$ cat src/rtl/hbm_pkg.sv
package hbm_pkg;

  typedef enum logic {
    PH_LO = 1'b0,
    PH_HI = 1'b1
  } phase_e;

  // Width of a low pulse cut at ramp count r: counts 0..r were driven.
  function automatic int unsigned cut_width(input int unsigned r);
    return r + 1;
  endfunction

  // Width applied to a high pulse: the stored width wins when smaller.
  function automatic int unsigned hi_limit(input logic vld,
                                           input int unsigned held,
                                           input int unsigned duty);
    if (vld && (held < duty)) return held;
    return duty;
  endfunction

  // Comparator sampling window opens once the blanking count is reached.
  function automatic logic past_blank(input int unsigned r,
                                      input int unsigned blank);
    return r >= blank;
  endfunction

endpackage

$ cat src/rtl/hbm_ramp.sv
module hbm_ramp
  import hbm_pkg::*;
#(
  parameter int CNT_W = 8
) (
  input  logic             clk,
  input  logic             rst_n,
  input  logic [CNT_W-1:0] period_in,
  input  logic [CNT_W-1:0] duty_in,
  input  logic [CNT_W-1:0] blank_in,
  output logic [CNT_W-1:0] ramp,
  output phase_e           phase,
  output logic [CNT_W-1:0] duty_q,
  output logic [CNT_W-1:0] blank_q,
  output logic             wrap
);

  logic [CNT_W-1:0] per_q;

  assign wrap = (ramp == per_q);

  // Reset parks the ramp at the end of a high phase with a zero period,
  // so the first clock opens a low phase and loads the configuration.
  always_ff @(posedge clk or negedge rst_n) begin
    if (!rst_n) begin
      ramp    <= '0;
      phase   <= PH_HI;
      per_q   <= '0;
      duty_q  <= '0;
      blank_q <= '0;
    end else if (wrap) begin
      ramp    <= '0;
      phase   <= (phase == PH_LO) ? PH_HI : PH_LO;
      per_q   <= period_in;
      duty_q  <= duty_in;
      blank_q <= blank_in;
    end else begin
      ramp    <= ramp + 1'b1;
    end
  end

endmodule

$ cat src/rtl/hbm_limit.sv
module hbm_limit
  import hbm_pkg::*;
#(
  parameter int CNT_W = 8
) (
  input  logic             clk,
  input  logic             rst_n,
  input  logic             ilim_trip,
  input  logic             gate_lo,
  input  logic [CNT_W-1:0] ramp,
  input  logic [CNT_W-1:0] blank_q,
  input  phase_e           phase,
  input  logic             wrap,
  output logic             trip_ok,
  output logic             flag,
  output logic [CNT_W-1:0] hold_val,
  output logic             hold_vld
);

  logic hi_end;

  assign trip_ok = ilim_trip && gate_lo && (phase == PH_LO)
                   && past_blank(int'(ramp), int'(blank_q));
  assign hi_end  = wrap && (phase == PH_HI);

  always_ff @(posedge clk or negedge rst_n) begin
    if (!rst_n) begin
      flag     <= 1'b0;
      hold_val <= '0;
      hold_vld <= 1'b0;
    end else if (trip_ok) begin
      flag     <= 1'b1;
      hold_val <= CNT_W'(cut_width(int'(ramp)));
      hold_vld <= 1'b1;
    end else if (hi_end) begin
      flag     <= 1'b0;
      hold_vld <= 1'b0;
    end
  end

endmodule

$ cat src/rtl/hbm_gate.sv
module hbm_gate
  import hbm_pkg::*;
#(
  parameter int CNT_W = 8
) (
  input  phase_e           phase,
  input  logic [CNT_W-1:0] ramp,
  input  logic [CNT_W-1:0] duty_q,
  input  logic             flag,
  input  logic             hold_vld,
  input  logic [CNT_W-1:0] hold_val,
  output logic             gate_lo,
  output logic             gate_hi
);

  logic [CNT_W-1:0] hi_stop;

  assign hi_stop = CNT_W'(hi_limit(hold_vld, int'(hold_val), int'(duty_q)));
  assign gate_lo = (phase == PH_LO) && (ramp < duty_q) && !flag;
  assign gate_hi = (phase == PH_HI) && (ramp < hi_stop);

endmodule

$ cat src/rtl/hb_match_pwm.sv
module hb_match_pwm
  import hbm_pkg::*;
#(
  parameter int CNT_W = 8
) (
  input  logic             clk,
  input  logic             rst_n,
  input  logic [CNT_W-1:0] period_in,
  input  logic [CNT_W-1:0] duty_in,
  input  logic [CNT_W-1:0] blank_in,
  input  logic             ilim_trip,
  output logic             gate_lo,
  output logic             gate_hi,
  output logic             limit_flag,
  output logic             hiccup_acc_en
);

  logic [CNT_W-1:0] ramp;
  phase_e           phase;
  logic [CNT_W-1:0] duty_q;
  logic [CNT_W-1:0] blank_q;
  logic             wrap;
  logic             trip_ok;
  logic [CNT_W-1:0] hold_val;
  logic             hold_vld;

  hbm_ramp #(.CNT_W(CNT_W)) u_ramp (
    .clk(clk), .rst_n(rst_n),
    .period_in(period_in), .duty_in(duty_in), .blank_in(blank_in),
    .ramp(ramp), .phase(phase), .duty_q(duty_q), .blank_q(blank_q),
    .wrap(wrap)
  );

  hbm_limit #(.CNT_W(CNT_W)) u_limit (
    .clk(clk), .rst_n(rst_n), .ilim_trip(ilim_trip), .gate_lo(gate_lo),
    .ramp(ramp), .blank_q(blank_q), .phase(phase), .wrap(wrap),
    .trip_ok(trip_ok), .flag(limit_flag),
    .hold_val(hold_val), .hold_vld(hold_vld)
  );

  hbm_gate #(.CNT_W(CNT_W)) u_gate (
    .phase(phase), .ramp(ramp), .duty_q(duty_q), .flag(limit_flag),
    .hold_vld(hold_vld), .hold_val(hold_val),
    .gate_lo(gate_lo), .gate_hi(gate_hi)
  );

  assign hiccup_acc_en = limit_flag;

endmodule

$ cat config.mk
export PLATFORM = sky130hd
export DESIGN_NAME = hb_match_pwm
export DESIGN_NICKNAME = d
export VERILOG_FILES = /design/src/rtl/hbm_pkg.sv /design/src/rtl/hbm_ramp.sv /design/src/rtl/hbm_limit.sv /design/src/rtl/hbm_gate.sv /design/src/rtl/hb_match_pwm.sv
export SDC_FILE = /design/constraint.sdc
export NUM_CORES = 1
export LEC_CHECK = 0
export BUFFER_PORTS_ARGS = -buffer_cell sky130_fd_sc_hd__buf_2
export CORE_ASPECT_RATIO = 1.5
export CORE_MARGIN = 5
export CORE_UTILIZATION = 40
export CTS_CLUSTER_DIAMETER = 80
export CTS_CLUSTER_SIZE = 30
export DETAILED_ROUTE_END_ITERATION = 8
export GPL_ROUTABILITY_DRIVEN = 0
export PLACE_DENSITY_LB_ADDON = 0.15
export SLEW_MARGIN = 25
export SYNTH_ARGS = -nofsm -noshare
export SYNTH_HDL_FRONTEND = slang
export SYNTH_SLANG_ARGS = --single-unit
$ cat constraint.sdc
create_clock -name clk -period 4.7 [get_ports clk]
set_input_delay 0.47 -clock clk [delete_from_list [all_inputs] [get_ports clk]]
set_output_delay 0.47 -clock clk [all_outputs]
set_load 0.01 [all_outputs]
Word level (Yosys, flattened, before mapping)
Index checks and enable logic that the tools add are counted.
{"block": "totals", "out_inout_bits": 4, "elab_cells": 32, "reg_bits": 42, "inputBits": 27}
{"block": "op_classes", "muxes": 7, "n_bitwise": 1, "reduce_logical": 10, "magnitude_cmp": 4, "eq_ne": 1, "add_sub_neg": 2}
{"operator": "$lt 8x8->1", "n": 3}
{"operator": "$mux 8", "n": 3}
{"operator": "$add 8x1->8 const B", "n": 2}
{"operator": "$eq 8x8->1", "n": 1}
{"operator": "$ge 8x8->1", "n": 1}
{"operator": "$logic_and 1x1->1", "n": 8}
{"operator": "$mux 1", "n": 4}
{"operator": "$reduce_bool 2->1", "n": 1}
{"operator": "$logic_not 1->1", "n": 1}
{"operator": "$not 1->1", "n": 1}

Logic depth before layout (Yosys ltp)
{"block": "logic_depth", "ltp_word": 7, "mapped_depth": 14, "ltp_nobuf": 13}

Hierarchy
Synthesis repeated with hierarchy kept, for this count alone.
{"block": "hier_totals", "cells_unflattened": 230, "hier_area_um2": 2687.6}
{"module": "hbm_ramp", "instances": 1, "cells_each": 93, "area_each_um2": 1441.4, "seq_area_each_um2": 827.0}
{"module": "hbm_limit", "instances": 1, "cells_each": 64, "area_each_um2": 653.1, "seq_area_each_um2": 225.2}
{"module": "hbm_gate", "instances": 1, "cells_each": 72, "area_each_um2": 585.6, "seq_area_each_um2": 0.0}
{"module": "hb_match_pwm", "instances": 1, "cells_each": 1, "area_each_um2": 7.5, "seq_area_each_um2": 0.0}

Worst setup path before layout
Ideal clock, no wire load.
{"block": "synth_timing", "kind": "flip-flop to output port", "startpoint": "register u_ramp.duty_q[7]", "endpoint": "output gate_hi", "path_slack_ns": 1.552, "stages_incl_launch_ff": 14, "arrival_ns": 2.678, "path_buffers": 1, "path_cell_list": "dfrtp_1 inv_1 ha_1 nand3_1 a211oi_1 or2_2 buf_2 a21oi_1 ha_1 a21oi_1 nor2b_1 o21ai_0 nand4b_1 a31oi_1"}
{"block": "synth_via", "elab_chain_len": 6, "word_cells_on_any_way": 7}
{"item": "from (decl)", "line": "hbm_ramp.sv:13", "text": "output logic [CNT_W-1:0] duty_q,"}
{"item": "from (signal assigned)", "line": "hbm_ramp.sv:35", "text": "duty_q <= duty_in;"}
{"item": "$lt 8x8->1", "line": "hbm_pkg.sv:17", "text": "if (vld && (held < duty)) return held;"}
{"item": "$logic_and 1x1->1", "line": "hbm_pkg.sv:17"}
{"item": "$mux 8 / $mux 1 (equally long branches)", "line": "hbm_pkg.sv:17"}
{"item": "$mux 8 *", "line": "hbm_pkg.sv:18", "text": "return duty;"}
{"item": "$lt 8x8->1 *", "line": "hbm_gate.sv:20", "text": "assign gate_hi = (phase == PH_HI) && (ramp < hi_stop);"}
{"item": "$logic_and 1x1->1 *", "line": "hbm_gate.sv:20"}
{"item": "to (decl)", "line": "hb_match_pwm.sv:13", "text": "output logic gate_hi,"}
Every way passes the cells marked *; elsewhere a longest branch is shown, timed or not.

Worst setup path in the final report
{"block": "layout_timing", "startpoint": "register u_ramp.duty_q[4]", "endpoint": "output gate_hi"}
The elaborated chain is that of the path after synthesis.

==> results.json <==
{
  "leakagePower_nw": 1.30,
  "ir_drop_mv": 0.321,
  "ys_ff_latch": 42,
  "synth_area_leader_cell": "dfrtp_1",
  "fin_crit_sh_pct": 84.4,
  "fin_skew_ns": 0.00643,
  "cp_slowest_cell": "a211oi_1",
  "setup_viol": 0,
  "rsz0062_at_grt": "no",
  "n_fill_cell": 605,
  "via_per_inst": 5.11,
  "grt_pass1_vias": 1862,
  "synth_top_area_share_pct": 41.5,
  "combPwrFrac_pct": 49.1,
  "route.detailed.drc": 0,
  "cts_max_level": 2,
  "clk_pin_slew_ns": 0.08,
  "seqCellArea_um2": 1050,
  "cts_sinks": 42,
  "cts_buffers": 5,
  "vias": 1784,
  "netSwitchingFraction_pct": 41.2,
  "cts-resized-gates": 0,
  "critPathMaxFanout": 9,
  "finalPower_w": 0.00187,
  "cts_max_path_buffers": 2,
  "nNetsFinal": 331,
  "clockPowerShare_pct": 12.9,
  "worstMarginPinSlew_ns": 0.917,
  "drive_above_1_share_pct": 20.4,
  "ant_nets": 0,
  "max_slew_margin_pct": 38.5,
  "fp.coreArea_um2": 6090,
  "worstSetupPathType": "reg2out",
  "p_switching_w": 0.000769,
  "met1_usage_pct": 18.4,
  "drt_iter0_drc": 79,
  "grt_most_used_layer": "met2",
  "power_frac_seq_pct": 38.0,
  "layout_min_cycle_time_ns": 3.97,
  "cts_setup_buffers": 0,
  "synth_nets": 300,
  "ios": 31,
  "post_synth.cell_area_avg_um2": 10.2,
  "power_density_nw_per_um2": 669,
  "cpPeakStageDelay_ns": 0.77,
  "grt_usage_pct": 15.0,
  "use_met2_pct": 24.7,
  "slew_violations": 0,
  "overflow": 0,
  "required_ns": 4.23,
  "syn-cell-area_um2": 2470,
  "grt_max_degree": 43,
  "grt_use_met3_pct": 3.31,
  "syn2layout_area_growth_pct": 12.9,
  "insertedDiodeCount": 0,
  "clockRootBuffer": "clkbuf_8",
  "fmax_mhz": 252,
  "synthCells": 243,
  "rows": 35,
  "die-area_um2": 7880,
  "timing.final.hold_violations": 0,
  "die_x_um": 74.2,
  "status": "finished, final reports clean",
  "hold_class": "in2async",
  "route.detailed.wl_per_inst_um": 15.0,
  "io_buffers": 30,
  "yosysSeqAreaShare_pct": 42.6,
  "yosys_warnings": 0,
  "clock_latency_ns": 0.29,
  "routed_wirelength_um": 5220,
  "grt_pass1_wl_um": 9030,
  "path_delay_family": "compound AO/OA/AOI/OAI gates",
  "synth_cell_type_count": 40,
  "endpoint_kind": "output port",
  "dr.pass1.iters": 3,
  "setup-tns-final_ns": 0,
  "arrival_ns": 3.50,
  "start_util_pct": 40.6,
  "hpwlAfterDp_um": 4020,
  "critPathLaunchType": "flop",
  "cp_cell_sequence": "inv_1 -> ha_1 -> o21ai_0 -> a211oi_1 -> or2_2 -> a21oi_1 -> ha_1 -> a21oi_1 -> nor2b_1 -> o21ai_0 -> nand4b_1 -> a31oi_1 -> buf_2",
  "multi_input_area_um2": 1310,
  "antenna_found_initial": 0,
  "worst-path-buf-inv": 2,
  "intPower_w": 0.00110,
  "maxCapViolCount": 0,
  "ctsHoldBuffers": 0,
  "cts_tree": "done",
  "synth.area.top_cells": "dfrtp_1 42%, ha_1 15%, mux2_2 4.6%",
  "die_h_um": 106
}
-- sequential cells by signal, summed over array words and instances (netlist names) --
register / cells
u_ramp.blank_q: 8
u_limit.hold_vld: 1
u_ramp.duty_q: 8
u_limit.hold_val: 8
u_ramp.per_q: 8
u_ramp.ramp: 8
u_ramp.phase: 1
-- stage by stage --
| stage | hold WS (ns) | std cells | worst slack, ns | area, um^2 | utilization, % |
|---|---|---|---|---|---|
| global route | 0.191 | 349 | 0.400 | 2790 | 45.8 |
| floorplan | 0.174 | 243 | 1.55 | 2470 | - |
| finish | 0.155 | 349 | 0.734 | 2790 | 45.8 |
| detailed placement | 0.506 | 341 | 1.08 | 2700 | 44.3 |
| CTS | 0.354 | 349 | 0.724 | 2790 | 45.8 |
| global placement | 0.508 | 341 | 1.11 | 2700 | 44.3 |
-- cell usage in the layout (no fill, tap or decap), drive strengths merged, types with 2 or more instances in the layout --
cell and count:
inv 23, a31oi 2, nor2b 3, nand2 22, clkbuf 8, nor3 8, a211oi 2, a211o 3
nand3 7, nand2b 2, buf 31, o211ai 2, mux2i 7, nor2 10, xor2 4, dfrtp 41
o21ai 21, xnor2 11, mux2 12, nand4 3, ha 30, a21oi 11
-- final cells by class --
class,count,area share (%)
multi-input cells,171,46.9
well taps,74,3.32
inverters,23,3.10
repair buffers,31,5.74
clock buffers,8,3.23
flip-flops and latches,42,37.7
-- synth_stat cells, drive strengths merged --
cell    instances
dfrtp          41
ha             30
inv            23
nand2          22
o21ai          21
mux2           12
a21oi          11
xnor2          11
nor2           10
nor3            8
mux2i           7
nand3           7
buf             4
xor2            4
a211o           3
clkbuf          3
nand4           3
nor2b           3
a211oi          2
a31oi           2
nand2b          2
o211ai          2
a21o            1
a41oi           1
and2            1
and3            1
and4            1
and4b           1
dfstp           1
nand4b          1
o21a            1
o21bai          1
or2             1
or4b            1
-- power groups by stage --
stage	registers (W)	clock network, W	logic (W)
floorplan	0.000659	0	0.000716
global placement	0.000719	0	0.000918
detailed placement	0.000721	0	0.000930
CTS	0.000712	0.000253	0.000936
global route	0.000735	0.000263	0.00107
finish	0.000709	0.000240	0.000916
-- worst register-to-register path, stage by stage (launching register included) --
cell and delay (ns):
dfrtp_1 0.52, ha_1 0.36, a211o_1 0.29, a31oi_1 0.30, o211ai_2 0.20, a211oi_4 0.64
mux2_4 0.35
-- final timing paths --
kind	startpoint	endpoint	slack, ns	depth (start not counted)
worst max register to register	u_ramp.ramp[2]	u_limit.hold_val[1]	1.94	6
worst min register to register	u_ramp.blank_q[0]	u_ramp.blank_q[0]	0.52	1
max in group asynchronous	rst_n	u_ramp.phase	4.16	1
min in group clk	blank_in[4]	u_ramp.blank_q[4]	0.38	3
worst max-delay path	u_ramp.duty_q[4]	gate_hi	0.73	13
worst min-delay path	rst_n	u_ramp.per_q[2]	0.15	1
-- kinds of logic after synthesis --
kind of cell | count (synthesis) | share of synthesized area, %
compound gates | 45 | 11.3
xor+xnor | 15 | 5.32
fa+ha+maj | 30 | 15.2
buf+inv | 30 | 4.81
flops | 42 | 42.6
mux | 19 | 8.61
simple gates | 62 | 12.2
-- routing by layer --
layer / wire, um / share of wire, % / vias to the layer above
met5: 0 / 0 / -
li1: - / - / 902
met4: 180 / 3.4 / 0
met1: 2240 / 43 / 842
met2: 2630 / 50 / 28
met3: 176 / 3.4 / 12
No activity file was read; power rests on OpenSTA's default activity.
